$ cat config.mk
export PLATFORM = sky130hd
export DESIGN_NAME = dbuart
export DESIGN_NICKNAME = d
export VERILOG_FILES = /design/src/rtl/dbuart_pkg.sv /design/src/rtl/dbuart_sync.sv /design/src/rtl/dbuart_tx.sv /design/src/rtl/dbuart_rx.sv /design/src/rtl/dbuart_regs.sv /design/src/rtl/dbuart.sv
export SDC_FILE = /design/constraint.sdc
export NUM_CORES = 1
export LEC_CHECK = 0
export BUFFER_PORTS_ARGS = -buffer_cell sky130_fd_sc_hd__buf_2
export CAP_MARGIN = 10
export CORE_AREA = 2 2 97 99
export DETAILED_ROUTE_END_ITERATION = 12
export DIE_AREA = 0 0 99 101
export GPL_TIMING_DRIVEN = 0
export HOLD_SLACK_MARGIN = 0.15
export PLACE_DENSITY = 0.66
export SLEW_MARGIN = 5
export SYNTH_ARGS = -nofsm -noshare
export SYNTH_HDL_FRONTEND = slang
export SYNTH_SLANG_ARGS = --single-unit
$ cat constraint.sdc
create_clock -name clk -period 5.58 [get_ports clk]
set_input_delay 1.116 -clock clk [delete_from_list [all_inputs] [get_ports clk]]
set_output_delay 1.116 -clock clk [all_outputs]
set_load 0.02 [all_outputs]
$ cat src/rtl/dbuart_pkg.sv
package dbuart_pkg;

  // Control register bit positions (software-visible layout)
  localparam int unsigned CTL_RXF  = 0;
  localparam int unsigned CTL_TXF  = 1;
  localparam int unsigned CTL_RX9  = 2;
  localparam int unsigned CTL_TX9  = 3;
  localparam int unsigned CTL_REN  = 4;
  localparam int unsigned CTL_MODE = 5;
  localparam int unsigned CTL_BITS = 6;

  typedef enum logic [1:0] {
    PH_IDLE,
    PH_START,
    PH_DATA,
    PH_STOP
  } frame_phase_e;

  // Packed so that field order matches the bit positions above
  typedef struct packed {
    logic mode9;
    logic ren;
    logic tx9;
    logic rx9;
    logic txf;
    logic rxf;
  } ctl_t;

endpackage

$ cat src/rtl/dbuart_sync.sv
module dbuart_sync #(
  parameter int unsigned STAGES = 2
) (
  input  logic clk,
  input  logic rst,
  input  logic d,
  output logic q
);

  logic [STAGES-1:0] ff;

  generate
    if (STAGES == 1) begin : g_one
      always_ff @(posedge clk) begin
        if (rst) ff <= '1;
        else     ff <= d;
      end
    end else begin : g_chain
      always_ff @(posedge clk) begin
        if (rst) ff <= '1;
        else     ff <= {ff[STAGES-2:0], d};
      end
    end
  endgenerate

  assign q = ff[STAGES-1];

endmodule

$ cat src/rtl/dbuart_tx.sv
module dbuart_tx
  import dbuart_pkg::*;
#(
  parameter int unsigned OSR    = 16,
  parameter int unsigned DATA_W = 8
) (
  input  logic              clk,
  input  logic              rst,
  input  logic              tick,
  input  logic              load,
  input  logic              mode9,
  input  logic              tx9,
  input  logic [DATA_W-1:0] din,
  output logic              txd,
  output logic              busy,
  output logic              stop_begin
);

  localparam int unsigned CW = $clog2(OSR);
  localparam int unsigned IW = $clog2(DATA_W + 1);
  localparam logic [CW-1:0] CNT_LAST = CW'(OSR - 1);

  frame_phase_e  ph;
  logic [CW-1:0] cnt;
  logic [IW-1:0] idx;
  logic [DATA_W:0] sh;
  logic          m9;
  logic [IW-1:0] last_idx;
  logic          wrap;

  assign last_idx = m9 ? IW'(DATA_W) : IW'(DATA_W - 1);
  assign wrap     = tick && (cnt == CNT_LAST);
  assign busy     = (ph != PH_IDLE);

  always_ff @(posedge clk) begin
    if (rst) begin
      ph         <= PH_IDLE;
      cnt        <= '0;
      idx        <= '0;
      sh         <= '0;
      m9         <= 1'b0;
      txd        <= 1'b1;
      stop_begin <= 1'b0;
    end else begin
      stop_begin <= 1'b0;
      if (ph == PH_IDLE) begin
        if (load) begin
          ph  <= PH_START;
          sh  <= {tx9, din};
          m9  <= mode9;
          cnt <= '0;
          idx <= '0;
          txd <= 1'b0;
        end
      end else begin
        if (tick) cnt <= wrap ? '0 : cnt + 1'b1;
        if (wrap) begin
          case (ph)
            PH_START: begin
              ph  <= PH_DATA;
              txd <= sh[0];
            end
            PH_DATA: begin
              if (idx == last_idx) begin
                ph         <= PH_STOP;
                txd        <= 1'b1;
                stop_begin <= 1'b1;
              end else begin
                idx <= idx + 1'b1;
                sh  <= sh >> 1;
                txd <= sh[1];
              end
            end
            default: ph <= PH_IDLE;
          endcase
        end
      end
    end
  end

endmodule

$ cat src/rtl/dbuart_rx.sv
module dbuart_rx
  import dbuart_pkg::*;
#(
  parameter int unsigned OSR    = 16,
  parameter int unsigned DATA_W = 8
) (
  input  logic            clk,
  input  logic            rst,
  input  logic            tick,
  input  logic            en,
  input  logic            mode9,
  input  logic            rxs,
  output logic            done,
  output logic [DATA_W:0] word
);

  localparam int unsigned CW  = $clog2(OSR);
  localparam int unsigned IW  = $clog2(DATA_W + 1);
  localparam int unsigned MID = OSR / 2;
  localparam logic [CW-1:0] CNT_LAST = CW'(OSR - 1);
  localparam logic [CW-1:0] P_LO     = CW'(MID - 1);
  localparam logic [CW-1:0] P_MID    = CW'(MID);
  localparam logic [CW-1:0] P_HI     = CW'(MID + 1);

  frame_phase_e  ph;
  logic [CW-1:0] cnt;
  logic [CW-1:0] nxt;
  logic [IW-1:0] idx;
  logic [IW-1:0] last_idx;
  logic          m9;
  logic          v_lo;
  logic          v_mid;
  logic          vote;

  assign nxt      = (cnt == CNT_LAST) ? '0 : cnt + 1'b1;
  assign last_idx = m9 ? IW'(DATA_W) : IW'(DATA_W - 1);
  assign vote     = (v_lo & v_mid) | (v_lo & rxs) | (v_mid & rxs);

  always_ff @(posedge clk) begin
    if (rst) begin
      ph    <= PH_IDLE;
      cnt   <= '0;
      idx   <= '0;
      m9    <= 1'b0;
      v_lo  <= 1'b1;
      v_mid <= 1'b1;
      word  <= '0;
      done  <= 1'b0;
    end else begin
      done <= 1'b0;
      if (!en) begin
        ph <= PH_IDLE;
      end else if (ph == PH_IDLE) begin
        if (tick && !rxs) begin
          ph   <= PH_START;
          cnt  <= '0;
          idx  <= '0;
          m9   <= mode9;
          word <= '0;
        end
      end else if (tick) begin
        cnt <= nxt;
        if (nxt == P_LO)  v_lo  <= rxs;
        if (nxt == P_MID) v_mid <= rxs;
        case (ph)
          PH_START: begin
            if (nxt == P_MID && rxs) ph <= PH_IDLE;
            else if (nxt == '0)      ph <= PH_DATA;
          end
          PH_DATA: begin
            if (nxt == P_HI) word[idx] <= vote;
            if (nxt == '0) begin
              if (idx == last_idx) ph  <= PH_STOP;
              else                 idx <= idx + 1'b1;
            end
          end
          default: begin
            if (nxt == P_HI) begin
              done <= 1'b1;
              ph   <= PH_IDLE;
            end
          end
        endcase
      end
    end
  end

endmodule

$ cat src/rtl/dbuart_regs.sv
module dbuart_regs
  import dbuart_pkg::*;
#(
  parameter int unsigned    ADDR_W    = 8,
  parameter int unsigned    DATA_W    = 8,
  parameter logic [ADDR_W-1:0] CTRL_ADDR = 8'h50,
  parameter logic [ADDR_W-1:0] DATA_ADDR = 8'h51
) (
  input  logic              clk,
  input  logic              rst,
  input  logic [ADDR_W-1:0] sfr_addr,
  input  logic              sfr_wr,
  input  logic [DATA_W-1:0] sfr_wdata,
  input  logic              sfr_rd,
  output logic [DATA_W-1:0] sfr_rdata,
  input  logic              tx_busy,
  input  logic              tx_stop,
  input  logic              rx_done,
  input  logic [DATA_W:0]   rx_word,
  output logic              tx_load,
  output logic              mode9,
  output logic              tx9,
  output logic              ren,
  output logic              txf,
  output logic              rxf,
  output logic [DATA_W-1:0] hold
);

  ctl_t ctl;
  logic wr_ctl, wr_dat, rd_ctl, rd_dat, rx_take;
  logic unused_wbits;

  assign wr_ctl  = sfr_wr && (sfr_addr == CTRL_ADDR);
  assign wr_dat  = sfr_wr && (sfr_addr == DATA_ADDR);
  assign rd_ctl  = sfr_rd && (sfr_addr == CTRL_ADDR);
  assign rd_dat  = sfr_rd && (sfr_addr == DATA_ADDR);
  assign tx_load = wr_dat && !tx_busy;
  assign rx_take = rx_done && !ctl.rxf;

  assign unused_wbits = ^{sfr_wdata[DATA_W-1:CTL_BITS], sfr_wdata[CTL_RX9]};

  assign mode9 = ctl.mode9;
  assign tx9   = ctl.tx9;
  assign ren   = ctl.ren;
  assign txf   = ctl.txf;
  assign rxf   = ctl.rxf;

  always_ff @(posedge clk) begin
    if (rst) begin
      ctl       <= '0;
      hold      <= '0;
      sfr_rdata <= '0;
    end else begin
      if (wr_ctl) begin
        ctl.mode9 <= sfr_wdata[CTL_MODE];
        ctl.ren   <= sfr_wdata[CTL_REN];
        ctl.tx9   <= sfr_wdata[CTL_TX9];
        ctl.txf   <= sfr_wdata[CTL_TXF];
        ctl.rxf   <= sfr_wdata[CTL_RXF];
      end
      // hardware set wins over a software write in the same cycle
      if (tx_stop) ctl.txf <= 1'b1;
      if (rx_take) begin
        ctl.rxf <= 1'b1;
        ctl.rx9 <= rx_word[DATA_W];
        hold    <= rx_word[DATA_W-1:0];
      end
      if (rd_ctl)      sfr_rdata <= DATA_W'(ctl);
      else if (rd_dat) sfr_rdata <= hold;
    end
  end

endmodule

$ cat src/rtl/dbuart.sv
module dbuart
  import dbuart_pkg::*;
#(
  parameter int unsigned       ADDR_W      = 8,
  parameter int unsigned       DATA_W      = 8,
  parameter int unsigned       OSR         = 16,
  parameter int unsigned       SYNC_STAGES = 2,
  parameter logic [ADDR_W-1:0] CTRL_ADDR   = 8'h50,
  parameter logic [ADDR_W-1:0] DATA_ADDR   = 8'h51
) (
  input  logic              clk,
  input  logic              rst,
  input  logic              baud_tick,
  input  logic [ADDR_W-1:0] sfr_addr,
  input  logic              sfr_wr,
  input  logic [DATA_W-1:0] sfr_wdata,
  input  logic              sfr_rd,
  output logic [DATA_W-1:0] sfr_rdata,
  input  logic              rxd,
  output logic              txd
);

  logic              rxs;
  logic              tx_busy, tx_stop, tx_load;
  logic              rx_done;
  logic [DATA_W:0]   rx_word;
  logic              mode9, tx9, ren, txf, rxf;
  logic [DATA_W-1:0] hold;

  dbuart_sync #(.STAGES(SYNC_STAGES)) u_sync (
    .clk (clk),
    .rst (rst),
    .d   (rxd),
    .q   (rxs)
  );

  dbuart_regs #(
    .ADDR_W    (ADDR_W),
    .DATA_W    (DATA_W),
    .CTRL_ADDR (CTRL_ADDR),
    .DATA_ADDR (DATA_ADDR)
  ) u_regs (
    .clk       (clk),
    .rst       (rst),
    .sfr_addr  (sfr_addr),
    .sfr_wr    (sfr_wr),
    .sfr_wdata (sfr_wdata),
    .sfr_rd    (sfr_rd),
    .sfr_rdata (sfr_rdata),
    .tx_busy   (tx_busy),
    .tx_stop   (tx_stop),
    .rx_done   (rx_done),
    .rx_word   (rx_word),
    .tx_load   (tx_load),
    .mode9     (mode9),
    .tx9       (tx9),
    .ren       (ren),
    .txf       (txf),
    .rxf       (rxf),
    .hold      (hold)
  );

  dbuart_tx #(.OSR(OSR), .DATA_W(DATA_W)) u_tx (
    .clk        (clk),
    .rst        (rst),
    .tick       (baud_tick),
    .load       (tx_load),
    .mode9      (mode9),
    .tx9        (tx9),
    .din        (sfr_wdata),
    .txd        (txd),
    .busy       (tx_busy),
    .stop_begin (tx_stop)
  );

  dbuart_rx #(.OSR(OSR), .DATA_W(DATA_W)) u_rx (
    .clk   (clk),
    .rst   (rst),
    .tick  (baud_tick),
    .en    (ren),
    .mode9 (mode9),
    .rxs   (rxs),
    .done  (rx_done),
    .word  (rx_word)
  );

endmodule

# --- Word level (Yosys, flattened, before mapping) ---
# Index checks and enable logic that the tools add are counted.
op_classes:
  mux: 58
  n_lt_le_gt_ge: 2
  bitwise: 10
  eq_ne: 21
  addsub: 4
  reduce_logical: 45
ops:
  columns: ["operator", "n"]
  rows:
  - ["9-bit two-way mux", 10]
  - ["4-bit two-way mux", 19]
  - ["2-bit two-way mux", 13]
  - ["2-bit nonzero test", 11]
  - ["4-bit by 1-bit adder with 4-bit output (second input constant)", 4]
  - ["4-bit == test (second input constant)", 4]
  - ["8-bit by 7-bit == test with 1-bit output (second input constant)", 2]
  - ["6-bit two-way mux", 2]
  - ["3-bit AND reduction", 4]
  - ["4-bit AND reduction", 3]
  - ["6-bit AND reduction", 2]
  - ["1-bit logical AND", 10]
  - ["9-bit bitwise mux", 1]
  - ["1-bit two-way mux", 9]
  - ["3-bit by 1-bit != test with 1-bit output (second input constant)", 3]
  - ["4-bit == test", 2]
  - ["2-bit case mux with 2 select lines", 2]
  - ["6-bit OR reduction", 1]
  - ["4-bit by 5-bit less-than comparator with 1-bit output (second input constant)", 1]
  - ["1-bit NOT", 5]
  - ["5-bit AND reduction", 1]
  - ["1-bit demux with 4-bit select", 1]
  - ["2-bit by 1-bit == test with 1-bit output (second input constant)", 2]
  - ["2-bit == test (second input constant)", 2]
  - ["16 further kinds", 26]
totals:
  regBits: 69
  output_inout_bits: 9
  inputBits: 22

# --- Depth between registers and ports, before layout ---
# Gate-level depths: netlist (run 1).
depth:
  ltp_word: 9
  mapped_depth: 9
  depth_no_buf: 7

# --- Cells and area by module ---
# From an unflattened synthesis (run 1), not the netlist that was laid out.
hier_totals:
  cells_unflattened: 420
  area_unflattened_um2: 3669.8
by_module_without_submodules:
  columns: ["module", "seq_area_each_um2", "cells_per_inst", "n_inst", "area_per_inst_um2"]
  rows:
  - ["dbuart_rx", 460.4, 164, 1, 1418.9]
  - ["dbuart_tx", 440.4, 137, 1, 1213.7]
  - ["dbuart_regs", 440.4, 115, 1, 984.7]
  - ["dbuart_sync", 40.0, 4, 1, 52.6]

# --- Worst setup path after synthesis (run 1) ---
# No wires, ideal clock.
synth_timing:
  kind: "in2reg"
  startpoint: "input port sfr_addr[1]"
  endpoint: "register u_tx.sh[7]"
  t_arrival_ps: 2242
  n_path_buf: 1
  setup_time_ps: 79
  cell_stages: 6
  slack_ps: 3259
  path_cell_list: "nor3_1 > nand4_1 > o21ai_4 > buf_6 > nor2_2 > a211oi_2"
synth_between:
  elab_chain_len: 5
synth_lines:
  columns: ["element", "line_no", "text"]
  rows:
  - ["start: declaration", "dbuart.sv:14", "input logic [ADDR_W-1:0] sfr_addr,"]
  - ["8-bit by 7-bit == test with 1-bit output", "dbuart_regs.sv:34", "assign wr_dat = sfr_wr && (sfr_addr == DATA_ADDR);"]
  - ["1-bit logical AND", "dbuart_regs.sv:34", null]
  - ["1-bit logical AND", "dbuart_regs.sv:37", "assign tx_load = wr_dat && !tx_busy;"]
  - ["2-bit != test (no line)", null, null]
  - ["4-bit AND reduction (no line)", null, null]
  - ["end signal: assignment", "dbuart_tx.sv:49", "sh <= {tx9, din};"]
  - ["end signal: assignment", "dbuart_tx.sv:70", "sh <= sh >> 1;"]
  - ["end: declaration", "dbuart_tx.sv:26", "logic [DATA_W:0] sh;"]
# No other way between the ends.
# A chain may end at the register's enable or synchronous reset.

# --- Worst setup path after layout (run 1) ---
# Same ends and word-level chain as after synthesis.

==> run summary, run 1 <==
Die ar. -> 10000 sq um
grt ovf -> 0
Cell Pwr Density -> 237 nW/um^2
overall routed net length -> 7550 um
Core Region -> 8980 sq um
crit-path cells -> buf_2 > nor3_1 > nand4_1 > o21ai_4 > buf_6 > nor2_2 > a211oi_2
Starting Density -> 39.0%
largest net degree at the start of global routing -> 14
CTS tree -> built
GRT Total Usage -> 15.6%
Total Power -> 0.000945 W
RSZ-0062 raised after global routing -> false
NumNets Final -> 472
Synth cell types -> 58
pre-CTS setup slack -> 2.87 ns
antenna-violating nets left -> 0
layout cell share with drive strength beyond 1 -> 15.5%
WL/cell -> 13.7 um
asr flop ratio synth -> 0%
vias in the first global route -> 2671
HPWL after detailed placement -> 5560 um
syn nets -> 432
Syn Area/Cell -> 8.91 sq um
PnR worst setup slack -> 3.20 ns
post-synthesis sequential area ratio -> 39.4%
worst vdd ir -> 0.000103 V
critical path class -> in2reg
Netlist Area Pre-Place -> 3500 sq um
ant diodes -> 0
vias per cell -> 5.35
Final Hold Fails -> 0
Worst Setup Start Kind -> primary input
CTS Buf Count -> 9
Final Setup Violations -> 0
final setup skew -> 0.0103 ns
crit-path leading delay family -> simple AND/OR/NAND/NOR gates
CP bufs+invs -> 2
Worst-path clk slew -> 0.08 ns
Reg area -> 1380 sq um
setup bufs post-CTS -> 0
total negative slack -> 0 ns
Slew @ Worst Pin -> 0.559 ns
Synth warnings -> 0
max_slew headroom -> 62.7%
CTS sink cnt -> 69
post-layout util -> 44.5%
area taken by multi-input logic gates -> 1950 sq um
P&R area growth vs syn -> 14.0%
outcome -> finished, final reports clean
vias -> 2938
drt drc -> 0
reg-to-reg setup timing slack -> 3.44 ns
Required @ worst endpoint -> 5.85 ns
post_cts resized -> 0
die height -> 101 um
Pins Over Slew Limit -> 0
I/O Pins -> 31
Hold Buf Count CTS -> 0
maxcap violations -> 0
initial antenna violation count -> 0
f_max -> 0.419 GHz
FP Rows -> 35
#FFs+latches synth -> 69
Critical Path Sink Type -> flop
CTS root buf -> clkbuf_8
Placer Congestion -> 0.864
Pre-Repair DR Iteration Count -> 5
fin crit period -> 2.38 ns
Die W -> 99 um
fin crit share -> 42.7%
Max stage delay on crit path -> 0.43 ns
post-synthesis cell count -> 393
Clk Latency, worst-skew pair -> 0.34 ns
dominant synthesized flop cell -> dfxtp_1
worst path arrival time -> 2.65 ns
CTS H-Tree Depth -> 3
Port Buffer Count -> 29
Fillers -> 900
Post-synth EDFFs -> 0
CTS max path bufs -> 2
first-pass GRT wire length -> 12700 um
Leakage Power -> 1.58 nW
worst hold path type -> reg2reg
DR iter-0 viols -> 105
crit path max fanout -> 10
CP max-delay cell -> nand4_1
layer usage:
layer	GRT usage (%)	part of all wire, %
met5	0	0
met4	4.53	0.80
met3	4.85	5.1
met2	25.3	46
met1	19.9	48
Yosys cell counts, types with 8 or more instances:
cell,n,area share (%)
a211oi_1,14,3.0
a21oi_1,34,4.9
clkbuf_1,11,1.2
dfxtp_1,69,39
ha_1,17,6.1
inv_1,17,1.8
mux2i_1,29,8.3
nand2_1,42,4.5
nand3_1,8,1.1
nor2_1,38,4.1
o21ai_0,15,2.1
o311ai_0,8,2.0
area by class of cell:
class	instances	area share (%)
plain buffers	20	2.66
clock buffers	10	3.45
clock inverters	6	1.75
inverters	17	1.60
multi-input cells	287	48.8
flip-flops and latches	69	34.6
well taps	111	3.48
repair buffers	29	3.63
state kept, by name (all words and copies together) (netlist names), 2 cells and up:
name and count:
u_rx.ph 2, u_tx.cnt 4, u_rx.word 9, u_rx.idx 4, u_tx.idx 4, u_tx.ph 2
u_tx.sh 9, u_rx.cnt 4, u_sync.ff 2, u_regs.hold 8, u_regs.sfr_rdata 8
power breakdown:
part	internal, W	switching (W)	total [W]
Combinational	0.0000119	0.0000194	0.0000313
Sequential	0.000493	0.000000961	0.000494
Clock	0.000221	0.000199	0.000420
Total	0.000726	0.000219	0.000945
cell families (layout without fill, tap and decap cells):
kind of cell / after synthesis / count (layout) / synth area share, %
and+or+nand+nor: 141 / 141 / 21.3
AOI/OAI and AO/OA: 93 / 93 / 18.3
DFF: 69 / 69 / 39.4
buffers and inverters: 37 / 82 / 4.86
muxes: 29 / 29 / 8.29
adders and majority gates: 18 / 18 / 6.36
xor gates and xnor gates: 6 / 6 / 1.50
per-stage QoR:
step	hold WS, ns	std cells	cell area (sq um)
finish	0.412	549	3990
global route	0.444	549	3990
CTS	0.415	549	3990
detailed placement	0.397	533	3790
global placement	0.396	533	3790
floorplan	0.389	393	3500
worst register-to-register path: cells and delay by family, from the launching register on:
| family | cells | cell delay (ns) |
|---|---|---|
| AND/OR/NAND/NOR | 1 | 0.20 |
| AO/OA/AOI/OAI | 4 | 0.82 |
| flip-flops | 1 | 0.48 |
| buffers and inverters | 2 | 0.29 |
| adder cells (fa/ha/maj) | 1 | 0.22 |
placed cells by master, fill, tap and decap left out, types with 2 or more instances in the layout:
cell type   instances
inv_1              17
xor2_1              3
clkbuf_1           11
buf_2              33
and2_1              4
nor3_1              4
and3b_1             3
and3_1              2
nor3b_1             2
xnor2_1             3
buf_4               3
nand2b_1            7
o22ai_1             2
nor4b_1             2
dfxtp_1            69
clkinvlp_4          3
nand4b_1            4
nand3_1             8
a21oi_1            34
nor2_1             38
o311ai_0            8
a211oi_1           14
o21ai_0            15
o211ai_1            4
clkbuf_8           10
buf_6               2
ha_1               17
and4_1              3
or2_2               3
nand4_1             5
mux2i_1            29
nand2_1            42
nor2b_1             4
path summary, 6_finish.rpt:
check | startpoint | end | cells past startpoint
max | sfr_addr[1] | u_tx.sh[7] | 7
min | u_sync.ff[0] | u_sync.ff[1] | 1
max reg2reg | u_rx.cnt[1] | u_rx.word[7] | 8
min reg2reg | u_sync.ff[0] | u_sync.ff[1] | 1
(Power assumes the default switching activity.)
==> run 2: changes to the inputs <==
--- a/config.mk
+++ b/config.mk
@@ -5,6 +5,7 @@
 export SDC_FILE = /design/constraint.sdc
 export NUM_CORES = 1
 export LEC_CHECK = 0
+export ABC_AREA = 1
 export BUFFER_PORTS_ARGS = -buffer_cell sky130_fd_sc_hd__buf_2
 export CAP_MARGIN = 10
 export CORE_AREA = 2 2 97 99
==> constraint.sdc (replaced) <==
create_clock -name clk -period 2.4 [get_ports clk]
set_input_delay 0.48 -clock clk [delete_from_list [all_inputs] [get_ports clk]]
set_output_delay 0.48 -clock clk [all_outputs]
set_load 0.02 [all_outputs]
==> run 2 against run 1 <==
Sequential power increased by 130%. Critical path depth is 4 higher. Combinational power up 150%. Clock-buffer cell count is 1 lower.
==> run summary, run 2 <==
Final Setup Violations -> 0 (unchanged)
Synth area leaders -> dfxtp_1 (40%), nand2_1 (12%), nor2_1 (8.9%), nand3_1 (6.6%), a21oi_1 (6.5%) (was dfxtp_1 (39%), mux2i_1 (8.3%), ha_1 (6.1%), a21oi_1 (4.9%), nand2_1 (4.5%))
hold slack -> 0.315 ns (was 0.412 ns)
NumNets Final -> 589 (was 472)
overall routed net length -> 8020 um (was 7550 um)
layout cell share with drive strength beyond 1 -> 11.5% (was 15.5%)
vias -> 3313 (was 2938)
worst vdd ir -> 0.000352 V (was 0.000103 V)
first-pass GRT wire length -> 14200 um (was 12700 um)
WL/cell -> 12.0 um (was 13.7 um)
ant diodes -> 0 (unchanged)
antenna-violating nets left -> 0 (unchanged)
final setup skew -> 0.00664 ns (was 0.0103 ns)
CTS H-Tree Depth -> 3 (unchanged)
Die W -> 99 um (unchanged)
Placer Congestion -> 0.870 (was 0.864)
Leakage Power -> 1.68 nW (was 1.58 nW)
drt drc -> 0 (unchanged)
GRT Total Usage -> 17.5% (was 15.6%)
post-synthesis sequential area ratio -> 39.6% (was 39.4%)
Port Buffer Count -> 29 (unchanged)
#FFs+latches synth -> 69 (unchanged)
CTS max path bufs -> 2 (unchanged)
max_slew headroom -> 37.9% (was 62.7%)
DR iter-0 viols -> 112 (was 105)
fin crit period -> 2.05 ns
routed length on met2 -> 3790 um (was 3500 um)
Worst-path clk slew -> 0.08 ns (about the same)
CTS tree -> built (unchanged)
Worst Setup Start Kind -> flop (was primary input)
Core Region -> 8980 sq um (unchanged)
Pre-Repair DR Iteration Count -> 4 (was 5)
crit path max fanout -> 10 (unchanged)
post_cts resized -> 0 (unchanged)
Starting Density -> 38.9% (was 39.0%)
Final Hold Fails -> 0 (unchanged)
setup bufs post-CTS -> 0 (unchanged)
vias in the first global route -> 3168 (was 2671)
vias per cell -> 4.97 (was 5.35)
Cell Area, Placed -> 3770 sq um (was 3790 sq um)
post-synthesis cell count -> 510 (was 393)
Pins Over Slew Limit -> 0 (unchanged)
most common cell after layout, fill and taps aside -> nand2_1 (was dfxtp_1)
f_max -> 0.487 GHz
most frequent cells after synthesis -> nand2_1 (116), nor2_1 (83), dfxtp_1 (69), inv_1 (51), nand3_1 (46) (was dfxtp_1 (69), nand2_1 (42), nor2_1 (38), a21oi_1 (34), mux2i_1 (29))
CTS Buf Count -> 9 (unchanged)
Clk Latency, worst-skew pair -> 0.34 ns (about the same)
critical path class -> reg2reg (was in2reg)
top cell type's share of synthesized area -> 39.6% (was 39.4%)
fin crit share -> 85.5%
worst hold path type -> in2reg (was reg2reg)
outcome -> finished, final reports clean (unchanged)
largest net degree at the start of global routing -> 14 (unchanged)
maxcap violations -> 0 (unchanged)
dominant synthesized flop cell -> dfxtp_1 (unchanged)
initial antenna violation count -> 0 (unchanged)
Total Power -> 0.00218 W (was 0.000945 W)
P&R area growth vs syn -> 13.8% (was 14.0%)
Cell Pwr Density -> 548 nW/um^2 (was 237 nW/um^2)
Required @ worst endpoint -> 2.61 ns (was 5.85 ns)
CTS root buf -> clkbuf_8 (unchanged)
die height -> 101 um (unchanged)
RSZ-0062 raised after global routing -> false (unchanged)
syn nets -> 549 (was 432)
routed wl met3 -> 310 um (was 382 um)
Netlist Area Pre-Place -> 3490 sq um (was 3500 sq um)
Synth warnings -> 0 (unchanged)
asr flop ratio synth -> 0% (unchanged)
CTS sink cnt -> 69 (unchanged)
total negative slack -> 0 ns (unchanged)
Yosys top cell by area -> dfxtp_1 (unchanged)
Critical Path Sink Type -> flop (unchanged)
Post-synth EDFFs -> 0 (unchanged)
I/O Pins -> 31 (unchanged)
uppermost layer routed -> met4 (unchanged)
worst path arrival time -> 2.26 ns (was 2.65 ns)
DP Cell Count -> 650 (was 533)
grt ovf -> 0 (unchanged)
FP Rows -> 35 (unchanged)
M1 WL -> 3790 um (was 3610 um)
post-route insts no fill -> 666 (was 549)
final instance area -> 3970 sq um (was 3990 sq um)
Hold Buf Count CTS -> 0 (unchanged)
Die ar. -> 10000 sq um (unchanged)
most frequent cell after synthesis -> nand2_1 (was dfxtp_1)
commonest cells after routing, fill and taps aside -> nand2_1 (116), nor2_1 (83), dfxtp_1 (69), inv_1 (51), nand3_1 (46) (was dfxtp_1 (69), nand2_1 (42), nor2_1 (38), a21oi_1 (34), buf_2 (33))
HPWL after detailed placement -> 6040 um (was 5560 um)
Syn Area/Cell -> 6.84 sq um (was 8.91 sq um)
Synth cell types -> 29 (was 58)
largest registers -> u_rx.word x9, u_tx.sh x9 (unchanged)
Slew @ Worst Pin -> 0.924 ns (was 0.559 ns)
## run 2: cell types whose count changed after synthesis, sizes merged, moves of 7 or more
cell and change:
inv +34, a21oi +11, nand2 +78, nand3 +39
nand2b -7, mux2i -29, o21ai +17, o311ai -8
a211oi -14, nor2 +45
## run 2: cell families after synthesis
logic type                 count (synthesis)  synth area share [%]
and+or+nand+nor                          273                  33.7
AOI/OAI and AO/OA                         83                  12.5
DFF                                       69                  39.6
buffers and inverters                     68                  8.10
adders and majority gates                 17                  6.10
## run 2: worst max-delay path, cell delays in order, from the launching register on
cell and delay (ns):
dfxtp_1 0.50, ha_1 0.29, inv_1 0.06, nand2_1 0.07, nand2_2 0.08, nor2_1 0.16, nand2_1 0.12, o21ai_4 0.26
buf_6 0.17, o21ai_0 0.08, nand2_1 0.07, a21oi_1 0.05
## run 2: layer usage
layer | GRT usage [%] | vias to the layer above
met1 | 21.9 | 1515
met5 | 0 | -
met4 | 5.69 | 0
li1 | - | 1734
met2 | 29.2 | 51
met3 | 4.65 | 13
## run 2: final cells by class
type | count | area [sq um]
timing repair buffer | 29 | 145
sequential | 69 | 1380
multi-input combinational | 373 | 1830
fill | 917 | 5000
clock buffer | 9 | 124
clock inverter | 7 | 75.1
buffer | 16 | 87.6
tap | 111 | 139
inverter | 52 | 195
## run 2: metrics by stage
| step | util, % | setup WS, ns |
|---|---|---|
| finish | 44.3 | 0.348 |
| global route | 44.3 | 0.122 |
| detailed placement | 42.0 | 0.345 |
| CTS | 44.3 | 0.339 |
| global placement | 42.0 | 0.385 |
| floorplan | - | 0.703 |
## run 2: report_power, final
| group | switching, W | total, W | internal (W) |
|---|---|---|---|
| clock network | 0.000468 | 0.000951 | 0.000483 |
| registers | 0.00000167 | 0.00115 | 0.00115 |
| logic | 0.0000506 | 0.0000770 | 0.0000264 |
| total | 0.000521 | 0.00218 | 0.00166 |
## run 2: path summary, 6_finish.rpt
kind	to	cells past startpoint	from	slack, ns
max	u_rx.word[8]	11	u_rx.cnt[1]	0.35
min reg2reg	u_sync.ff[1]	1	u_sync.ff[0]	0.43
max reg2reg	u_rx.word[8]	11	u_rx.cnt[1]	0.35
min	u_sync.ff[0]	2	rxd	0.31
